## src/rtl/coded_clk_div.sv

```systemverilog
module coded_clk_div #(
  parameter int VARIANT = 0,
  parameter int CODE_W  = 3,
  parameter int SEL_W   = 2,
  parameter int NSRC    = 3
) (
  input  logic              clk,
  input  logic              rst_n,
  input  logic [NSRC-1:0]   src_tick,
  input  logic [SEL_W-1:0]  src_sel,
  input  logic [CODE_W-1:0] div_code,
  input  logic              gate_en,
  output logic              div_out
);
  localparam int NCODE = 2 ** CODE_W;
  localparam int MAX_R = (VARIANT == 1) ? 4 * NCODE : 2 * NCODE;
  localparam int CW    = $clog2(MAX_R);

  function automatic logic [CW:0] ratio_of(input logic [CODE_W-1:0] c);
    int n;
    int r;
    n = int'(c);
    case (VARIANT)
      1:       r = 4 * (n + 1);
      2:       r = (n < 2) ? 2 : n + 1;
      3:       r = (n < 2) ? 4 : 2 * (n + 1);
      default: r = 2 * (n + 1);
    endcase
    return (CW + 1)'(r);
  endfunction

  logic [CW-1:0]     cnt;
  logic              run;
  logic [CODE_W-1:0] act_code;
  logic [SEL_W-1:0]  act_sel;

  logic [CW:0] act_r, hi_len, nxt;
  logic        tick, wrap;

  assign act_r  = ratio_of(act_code);
  assign hi_len = (act_r + 1'b1) >> 1;
  assign nxt    = {1'b0, cnt} + 1'b1;
  assign wrap   = !run || (nxt == act_r);
  assign tick   = (int'(act_sel) < NSRC) ? src_tick[act_sel] : src_tick[0];

  always_ff @(posedge clk or negedge rst_n) begin
    if (!rst_n) begin
      cnt      <= '0;
      run      <= 1'b0;
      div_out  <= 1'b0;
      act_code <= '0;
      act_sel  <= '0;
    end else if (!gate_en) begin
      cnt      <= '0;
      run      <= 1'b0;
      div_out  <= 1'b0;
      act_code <= div_code;
      act_sel  <= src_sel;
    end else if (tick) begin
      if (wrap) begin
        cnt      <= '0;
        run      <= 1'b1;
        div_out  <= 1'b1;
        act_code <= div_code;
        act_sel  <= src_sel;
      end else begin
        cnt     <= nxt[CW-1:0];
        div_out <= (nxt < hi_len);
      end
    end
  end
endmodule

```

## config.mk

```make
export PLATFORM = sky130hd
export DESIGN_NAME = coded_clk_div
export DESIGN_NICKNAME = d
export VERILOG_FILES = /design/src/rtl/coded_clk_div.sv
export SDC_FILE = /design/constraint.sdc
export NUM_CORES = 1
export LEC_CHECK = 0
export ABC_CLOCK_PERIOD_IN_PS = 2100
export CAP_MARGIN = 0
export CORE_UTILIZATION = 50
export CTS_BUF_LIST = sky130_fd_sc_hd__clkbuf_4 sky130_fd_sc_hd__clkbuf_8
export CTS_CLUSTER_DIAMETER = 40
export DETAILED_ROUTE_END_ITERATION = 8
export PLACE_DENSITY = 0.81
export SLEW_MARGIN = 20
export SYNTH_ARGS = -nofsm -noshare
export SYNTH_HDL_FRONTEND = slang
export SYNTH_SLANG_ARGS = --single-unit
```

## constraint.sdc

```tcl
create_clock -name clk -period 2.1 [get_ports clk]
set_clock_uncertainty 0.15 [all_clocks]
set_input_delay 0.42 -clock clk [delete_from_list [all_inputs] [get_ports clk]]
set_output_delay 0.42 -clock clk [all_outputs]
set_load 0.03 [all_outputs]
```

# Word level (Yosys, flattened, before mapping)
# Cells that the tools add are included.
# Widths: inputs -> output; s select.
[totals]
out_inout_bits = 1
wordCells = 35
regBits = 11
inputBits = 11
[classes]
magnitude_cmp = 3
mux = 18
addsub = 3
reduce_logical = 3
n_eq_ne = 3
[ops]
columns = ["operator", "n"]
rows = [
  ["$mux 4", 3],
  ["$mux 3", 3],
  ["$mux 1", 8],
  ["$mux 2", 3],
  ["$add 4x1->5 const B", 1],
  ["$add 5x1->5 const B", 1],
  ["$eq 5x5->1", 1],
  ["$lt 5x4->1", 1],
  ["$add 3x1->4 const B", 1],
  ["$ne 2x1->1 const B", 2],
  ["$lt 2x3->1 const B", 1],
  ["$bmux 1 s2", 1],
  ["$lt 2x2->1 const B", 1],
  ["$reduce_and 2->1", 1],
  ["$logic_not 1->1", 1],
  ["$logic_or 1x1->1", 1],
]

# Longest topological paths before layout
# Gate-level depths: netlist (run 1).
[logic_depth]
word_depth = 6
mapped_depth = 7

# Worst setup path after synthesis (run 1)
# Ideal clock, no wire load.
[synth_path]
kind = "register to register"
from = "register act_code[0]"
to = "register act_code[0]"
path_slack_ns = 0.046
n_path_buf = 0
required_ns = 1.825
setup_ns = 0.125
stages_incl_launch_ff = 7
arrival_ns = 1.779
cell_sequence = "dfrtp_1 ha_1 xnor3_1 nand3_2 nor2_2 a31o_4 mux2_4"
[synth_between]
elab_chain_len = 5
[synth_lines]
columns = ["item", "line", "rtl"]
rows = [
  ["start: declaration", "34", "logic [CODE_W-1:0] act_code;"],
  ["start signal: assignment", "57", "act_code <= div_code;"],
  ["start signal: assignment", "64", "act_code <= div_code;"],
  ["$add 3x1->4", "27", "default: r = 2 * (n + 1);"],
  ["$eq 5x5->1", "43", "assign wrap = !run || (nxt == act_r);"],
  ["$logic_or 1x1->1", "43", ""],
  ["$ne 2x1->1 (no source line)", "-", ""],
  ["$reduce_and 2->1 (no source line)", "-", ""],
]
# Every way passes these cells.
# A chain may end at the register's enable or synchronous reset.

# Worst setup path in the final report (run 1)
[layout_path]
from = "register cnt[0]"
to = "register act_code[1]"
[layout_between]
elab_chain_len = 5
[layout_lines]
columns = ["item", "line", "rtl"]
rows = [
  ["start: declaration", "32", "logic [CW-1:0] cnt;"],
  ["start signal: assignment", "67", "cnt <= nxt[CW-1:0];"],
  ["$add 4x1->5", "42", "assign nxt = {1'b0, cnt} + 1'b1;"],
  ["$eq 5x5->1", "43", ""],
  ["$logic_or 1x1->1", "43", ""],
  ["$ne 2x1->1 (no source line)", "-", ""],
  ["$reduce_and 2->1 (no source line)", "-", ""],
]
# Every way passes these cells.

==> results of run 1 <==
-- path summary, 6_finish.rpt --
check / startpoint / endpoint / slack, ns
min in group clk: act_code[2]$_DFFE_PN0P_ / act_code[2]$_DFFE_PN0P_ / 0.46
max in group asynchronous: rst_n / cnt[3]$_DFFE_PN0P_ / 1.11
max reg2reg: cnt[0]$_DFFE_PN0P_ / act_code[1]$_DFFE_PN0P_ / 0.12
min reg2reg: act_code[2]$_DFFE_PN0P_ / act_code[2]$_DFFE_PN0P_ / 0.46
max: cnt[0]$_DFFE_PN0P_ / act_code[1]$_DFFE_PN0P_ / 0.12
min: rst_n / act_sel[1]$_DFFE_PN0P_ / 0.34
-- flip-flops by register name, summed over array words and instances, names as in the netlist --
name / count
act_sel: 2
div_out: 1
act_code: 3
run: 1
cnt: 4
-- through the flow --
step           power [W]  setup TNS [ns]  instance area (um^2)  hold WS (ns)
5_1_grt         0.000978               0                  1060         0.397
4_1_cts         0.000898               0                  1040         0.362
3_5_place_dp    0.000733          -0.968                  1010         0.397
3_3_place_gp    0.000718          -0.432                  1010         0.385
6_report        0.000918               0                  1060         0.341
2_1_floorplan   0.000586               0                   836       -0.0256
-- layout by cell type (no fill, tap or decap), types with 2 or more instances in the layout --
| cell type | Yosys | final |
|---|---|---|
| nand2b_1 | 2 | 2 |
| clkbuf_4 | 0 | 4 |
| xnor2_2 | 2 | 2 |
| mux2_4 | 3 | 3 |
| clkdlybuf4s50_1 | 0 | 11 |
| buf_4 | 0 | 10 |
| nand4_1 | 2 | 2 |
| nor2_1 | 2 | 2 |
| ha_1 | 5 | 4 |
| nand2_1 | 4 | 4 |
| nand3_1 | 5 | 5 |
| a31oi_1 | 2 | 2 |
| nand3_2 | 2 | 2 |
| a21oi_1 | 5 | 5 |
| o21ai_0 | 5 | 3 |
| o21ai_1 | 1 | 3 |
| xor2_1 | 3 | 3 |
| dfrtp_1 | 11 | 11 |
| a21boi_0 | 2 | 2 |
| inv_1 | 2 | 2 |
-- critical path: cells and delay by family, from the launching register on --
kind            cells  cell delay (ns)
fa+ha+maj           1             0.35
compound gates      1             0.21
mux                 1             0.30
xor+xnor            1             0.21
flops               1             0.38
simple gates        2             0.26
-- power by group through the flow --
stage / logic (W) / clock network, W / registers [W]
after floorplan: 0.000283 / 0 / 0.000303
after global placement: 0.000425 / 0 / 0.000293
after detailed placement: 0.000438 / 0 / 0.000295
after CTS: 0.000445 / 0.000161 / 0.000292
after global routing: 0.000508 / 0.000170 / 0.000300
final: 0.000464 / 0.000160 / 0.000294
-- final cells by class --
class,instances,share of cell area
tap,16,0.0188
sequential,11,0.259
timing repair buffer,21,0.174
inverter,2,0.00706
clock buffer,4,0.0282
multi-input combinational,62,0.513
-- cell families after synthesis --
group / after synthesis / synth area share
mux: 4 / 0.0674
flops: 11 / 0.329
simple gates: 22 / 0.153
fa+ha+maj: 5 / 0.0749
compound gates: 23 / 0.193
buf+inv: 5 / 0.0329
xor+xnor: 8 / 0.150
-- per-layer routing --
layer  share of wire  up-vias  track usage
met3           0.050        5       0.0298
met2            0.52       29        0.370
met5               0        -            0
met1            0.42      343        0.253
met4           0.015        0        0.113
li1                -      335            -
-- timing repair --
item,4_1_cts,5_1_grt
setup endpoints to repair,0,5
buffers inserted,0,1
resized for setup,0,3
endpoints found under the hold margin,0,0
==> impl_metrics.csv, run 1 <==
group,metric,value,unit
run_status,status,"complete, no violations",
timing,maxSlewHeadroom,0.650,
synthesis,synth-main-ff-cell,"dfrtp_1",
placed_design,hpwl,1300,um
floorplan,fp.dieArea,1840,um^2
synthesis,yosys_warnings,0,
timing,post-route-period-util,0.941,
power_and_ir_drop,p_seq_frac,0.320,
power_and_ir_drop,swShare,0.371,
clock_tree,hold_buffers,0,
placed_design,port_buffers,11,
worst_setup_path,path_max_fanout,5,
floorplan,die_h,42.9,um
synthesis,ys_ff_latch,11,
detailed_routing,drt-total-wl,1760,um
placed_design,gp_congestion,0.802,
synthesis,ys_seq_area_frac,0.329,
synthesis,syn_inst,78,
floorplan,die_w,42.9,um
timing,timing.final.ws_setup,0.124,ns
grt,grt.overflow.total,0,
finish,seq_area,275,um^2
clock_tree,clockBufferDepth,2,
finish,synthToLayoutAreaGrowth,27.2,%
worst_setup_path,worstPathCellList,"ha_1 -> xor2_1 -> nand3_2 -> nor2_2 -> a31o_4 -> mux2_4",
clock_tree,cts_made_buffers,3,
placed_design,place_ws,-0.184,ns
worst_setup_path,startpoint_type,"flop",
detailed_routing,drtPass1Iterations,6,
clock_tree,cts_root_buffer,"clkbuf_4",
detailed_routing,antenna_left,0,
worst_setup_path,required,2.11,ns
finish,finish.utilization,0.690,
synthesis,syn_area,836,um^2
grt,grt_max_degree,13,
clock_tree,tritoncts,"done",
worst_setup_path,crit_arrival,1.99,ns
placed_design,post-place-cells,111,
worst_setup_path,max_stage_delay,0.38,ns
synthesis,yosys-top-cells-area,"dfrtp_1 33%, ha_1 7.5%, mux2_4 5.4%, xnor2_2 3.9%, xor2_4 3.3%",
worst_setup_path,worst_path_max_delay_cell,"dfrtp_1",
detailed_routing,vias,712,
clock_tree,cts.htree.levels,1,
clock_tree,clock-sinks,11,
worst_hold_path,hold_path.class,"input pin to async pin",
finish,drive_gt1_frac,0.280,
clock_tree,path_clk_slew,0.07,ns
power_and_ir_drop,p_switching,0.000341,W
synthesis,async_flop_share,1.00,
floorplan,rows,14,
grt,antenna_found_initial,0,
finish,n_fill_cell,125,
synthesis,yosys-top-cells-count,"11 x dfrtp_1, 5 x a21oi_1, 5 x ha_1, 5 x nand3_1, 5 x o21ai_0",
finish,final_cells,116,
power_and_ir_drop,share_comb_of_total_power,0.505,
timing,maxSlewViolCount,0,
synthesis,synthesis.nets,94,
power_and_ir_drop,p_clk_frac,0.174,
synthesis,synth_area_leader_cell,"dfrtp_1",
synthesis,synth.most_common_cell,"dfrtp_1",
grt,grt_pass1_vias,702,
finish,nNetsFinal,117,
timing,period_needed,1.98,ns
detailed_routing,post_drt_wl_per_cell,15.2,um
power_and_ir_drop,peakVddDrop,0.492,mV
timing,hold_viol_final,0,
detailed_routing,drt_iter0_drc,20,
timing,setup_viol,0,
detailed_routing,drt-vias-per-instance,6.14,
timing,max_freq,506,MHz
finish,diodes,0,
timing,rsz0062_at_grt,"no",
synthesis,avgSynthCellArea,10.7,um^2
worst_setup_path,setup.worst_path.end_class,"flop",
floorplan,io_pins,12,
floorplan,coreArea,1540,um^2
synthesis,synth_edf_count,0,
timing,worstMarginPinSlew,0.523,ns
power_and_ir_drop,p_per_area,864,nW/um^2
synthesis,synth_cell_types,37,
grt,grt_usage,0.214,
clock_tree,clk_latency,0.27,ns
synthesis,synth_top_area_frac,0.329,
grt,grt_pass1_wl,2880,um
finish,multiInputGateArea,546,um^2
detailed_routing,route.detailed.drc,0,
worst_setup_path,r2r_cells,6,
job,max_cap_viol_count,0,
power_and_ir_drop,leakage,0.477,nW
worst_setup_path,crit_type,"flop to flop",
power_and_ir_drop,p_int,0.000578,W
floorplan,initial_core_util,0.542,
Power figures use the tool's default switching activity.
==> run 2, diff against run 1 <==
CORE_UTILIZATION = 58   (was 50)
DONT_BUFFER_PORTS = 1   (was not set)
PLACE_DENSITY = 0.8   (was 0.81)
==> run 2 against run 1 <==
- register-to-register slack lost 0.06 ns
- sequential share of layout area increased by 4.0 points
- fmax down 2.9%
- first-iteration DRC count fell by 20%
- combinational power is 19% lower
- count of clock-buffer cells in the layout is the same
- via count fell by 12%
- sequential cell count unchanged
==> impl_metrics.csv, run 2 (synthesized netlist as in run 1, its figures left out) <==
group,metric,value,unit
run_status,status,"complete, no violations",
finish,diodes,0,
floorplan,die_h,40.0,um
power_and_ir_drop,p_clk_frac,0.195,
clock_tree,clockBufferDepth,2,
worst_setup_path,crit_arrival,2.05,ns
detailed_routing,drt_iter0_drc,16,
finish,regMostFlops,"cnt",
detailed_routing,drt-vias-per-instance,6.20,
power_and_ir_drop,leakage,0.419,nW
timing,maxSlewHeadroom,0.644,
floorplan,die_w,40.0,um
grt,grt_pass1_wl,2440,um
timing,period_needed,2.04,ns
finish,largest_register_ffs,4,
placed_design,gp_congestion,0.832,
finish,reg.largest.list,"cnt (4), act_code (3), act_sel (2)",
detailed_routing,drt-total-wl,1670,um
power_and_ir_drop,p_int,0.000520,W
clock_tree,cts_made_buffers,3,
power_and_ir_drop,p_per_area,919,nW/um^2
placed_design,port_buffers,0,
finish,drive_gt1_frac,0.267,
worst_setup_path,startpoint_type,"flop",
floorplan,fp.dieArea,1600,um^2
clock_tree,clock-sinks,11,
clock_tree,cts_root_buffer,"clkbuf_4",
clock_tree,tritoncts,"done",
worst_setup_path,required,2.11,ns
worst_hold_path,hold_path.class,"input pin to flop",
placed_design,place_ws,0.0701,ns
floorplan,rows,13,
clock_tree,path_clk_slew,0.07,ns
grt,grt_pass1_vias,563,
finish,synthToLayoutAreaGrowth,10.0,%
timing,setup_viol,0,
power_and_ir_drop,peakVddDrop,0.529,mV
job,max_cap_viol_count,0,
detailed_routing,antenna_left,0,
grt,grt_usage,0.247,
timing,maxSlewViolCount,0,
power_and_ir_drop,p_switching,0.000325,W
placed_design,hpwl,1300,um
grt,grt.overflow.total,0,
clock_tree,clk_latency,0.28,ns
clock_tree,post-cts-setup-buffers,0,
power_and_ir_drop,swShare,0.385,
detailed_routing,vias,626,
grt,antenna_found_initial,0,
detailed_routing,drtPass1Iterations,4,
timing,worstMarginPinSlew,0.533,ns
timing,max_freq,491,MHz
finish,layout_commonest_cell,"dfrtp_1",
detailed_routing,post_drt_wl_per_cell,16.5,um
floorplan,io_pins,12,
power_and_ir_drop,share_comb_of_total_power,0.446,
worst_setup_path,path_max_fanout,5,
detailed_routing,route.detailed.drc,0,
worst_setup_path,crit_type,"flop to flop",
worst_setup_path,setup.worst_path.end_class,"flop",
floorplan,coreArea,1320,um^2
power_and_ir_drop,p_seq_frac,0.359,
floorplan,initial_core_util,0.634,
timing,setup_tns,0,ns
timing,rsz0062_at_grt,"no",
clock_tree,cts.htree.levels,1,
grt,grt_max_degree,14,
timing,hold_viol_final,0,
timing,post-route-period-util,0.969,
finish,layout_common_cells,"11 x dfrtp_1, 6 x buf_4",
finish,nNetsFinal,103,
timing,timing.final.ws_setup,0.0644,ns
run 2: changes by cell type in the layout (fill, tap and decap cells not counted):
cell,before,now
o21ai_1,3,1
clkdlybuf4s50_1,11,0
o21ai_0,3,5
ha_1,4,5
dlygate4sd3_1,0,1
ha_4,1,0
buf_4,10,6
run 2: per-layer routing:
layer / up-vias / track usage / part of all wire
li1: 310 / - / -
met1: 295 / 0.295 / 0.44
met2: 16 / 0.391 / 0.49
met3: 5 / 0.0667 / 0.041
met4: 0 / 0.155 / 0.027
met5: - / 0 / 0
run 2: layout make-up:
type                    count  area, um^2
inverters                   2        7.51
multi-input cells          62         533
clock buffers               4        30.0
repair buffers              7        55.1
fillers                   101         398
flip-flops and latches     11         275
well taps                  15        18.8
run 2: per-stage QoR:
step	total power (W)	cell area, um^2	hold WS, ns	cells	util
floorplan	0.000586	836	-0.0256	78	-
global placement	0.000662	880	-0.0254	96	0.668
detailed placement	0.000680	880	-0.0254	96	0.668
CTS	0.000849	920	0.124	101	0.698
global route	0.000893	920	0.126	101	0.698
finish	0.000845	920	0.129	101	0.698
run 2: path summary, 6_finish.rpt:
check	slack, ns	end	cells past startpoint	from
max in group asynchronous	1.04	act_code[0]$_DFFE_PN0P_	1	rst_n
min in group asynchronous	0.41	cnt[0]$_DFFE_PN0P_	1	rst_n
worst min-delay path	0.13	div_out$_DFFE_PN0P_	2	gate_en
worst max register to register	0.06	act_code[2]$_DFFE_PN0P_	6	act_code[1]$_DFFE_PN0P_
worst max-delay path	0.06	act_code[2]$_DFFE_PN0P_	6	act_code[1]$_DFFE_PN0P_
worst min register to register	0.41	act_code[1]$_DFFE_PN0P_	1	act_code[1]$_DFFE_PN0P_
run 2: power groups by stage:
stage / clock [W] / combinational, W / sequential [W]
floorplan: 0 / 0.000283 / 0.000303
global placement: 0 / 0.000357 / 0.000305
detailed placement: 0 / 0.000373 / 0.000308
CTS: 0.000165 / 0.000381 / 0.000304
global route: 0.000174 / 0.000411 / 0.000309
finish: 0.000165 / 0.000377 / 0.000303
run 2: worst max-delay path, cell delays in order (launching register included):
cell     delay [ns]
dfrtp_1        0.40
ha_1           0.31
xnor3_1        0.35
nand3_2        0.10
nor2_2         0.05
a31o_4         0.26
mux2_4         0.30
run 2: timing repair:
item                                    CTS  global route
hold buffers                              1             0
resized for setup                         0             0
endpoints found under the hold margin    11             0
endpoints found under the setup margin    0             0
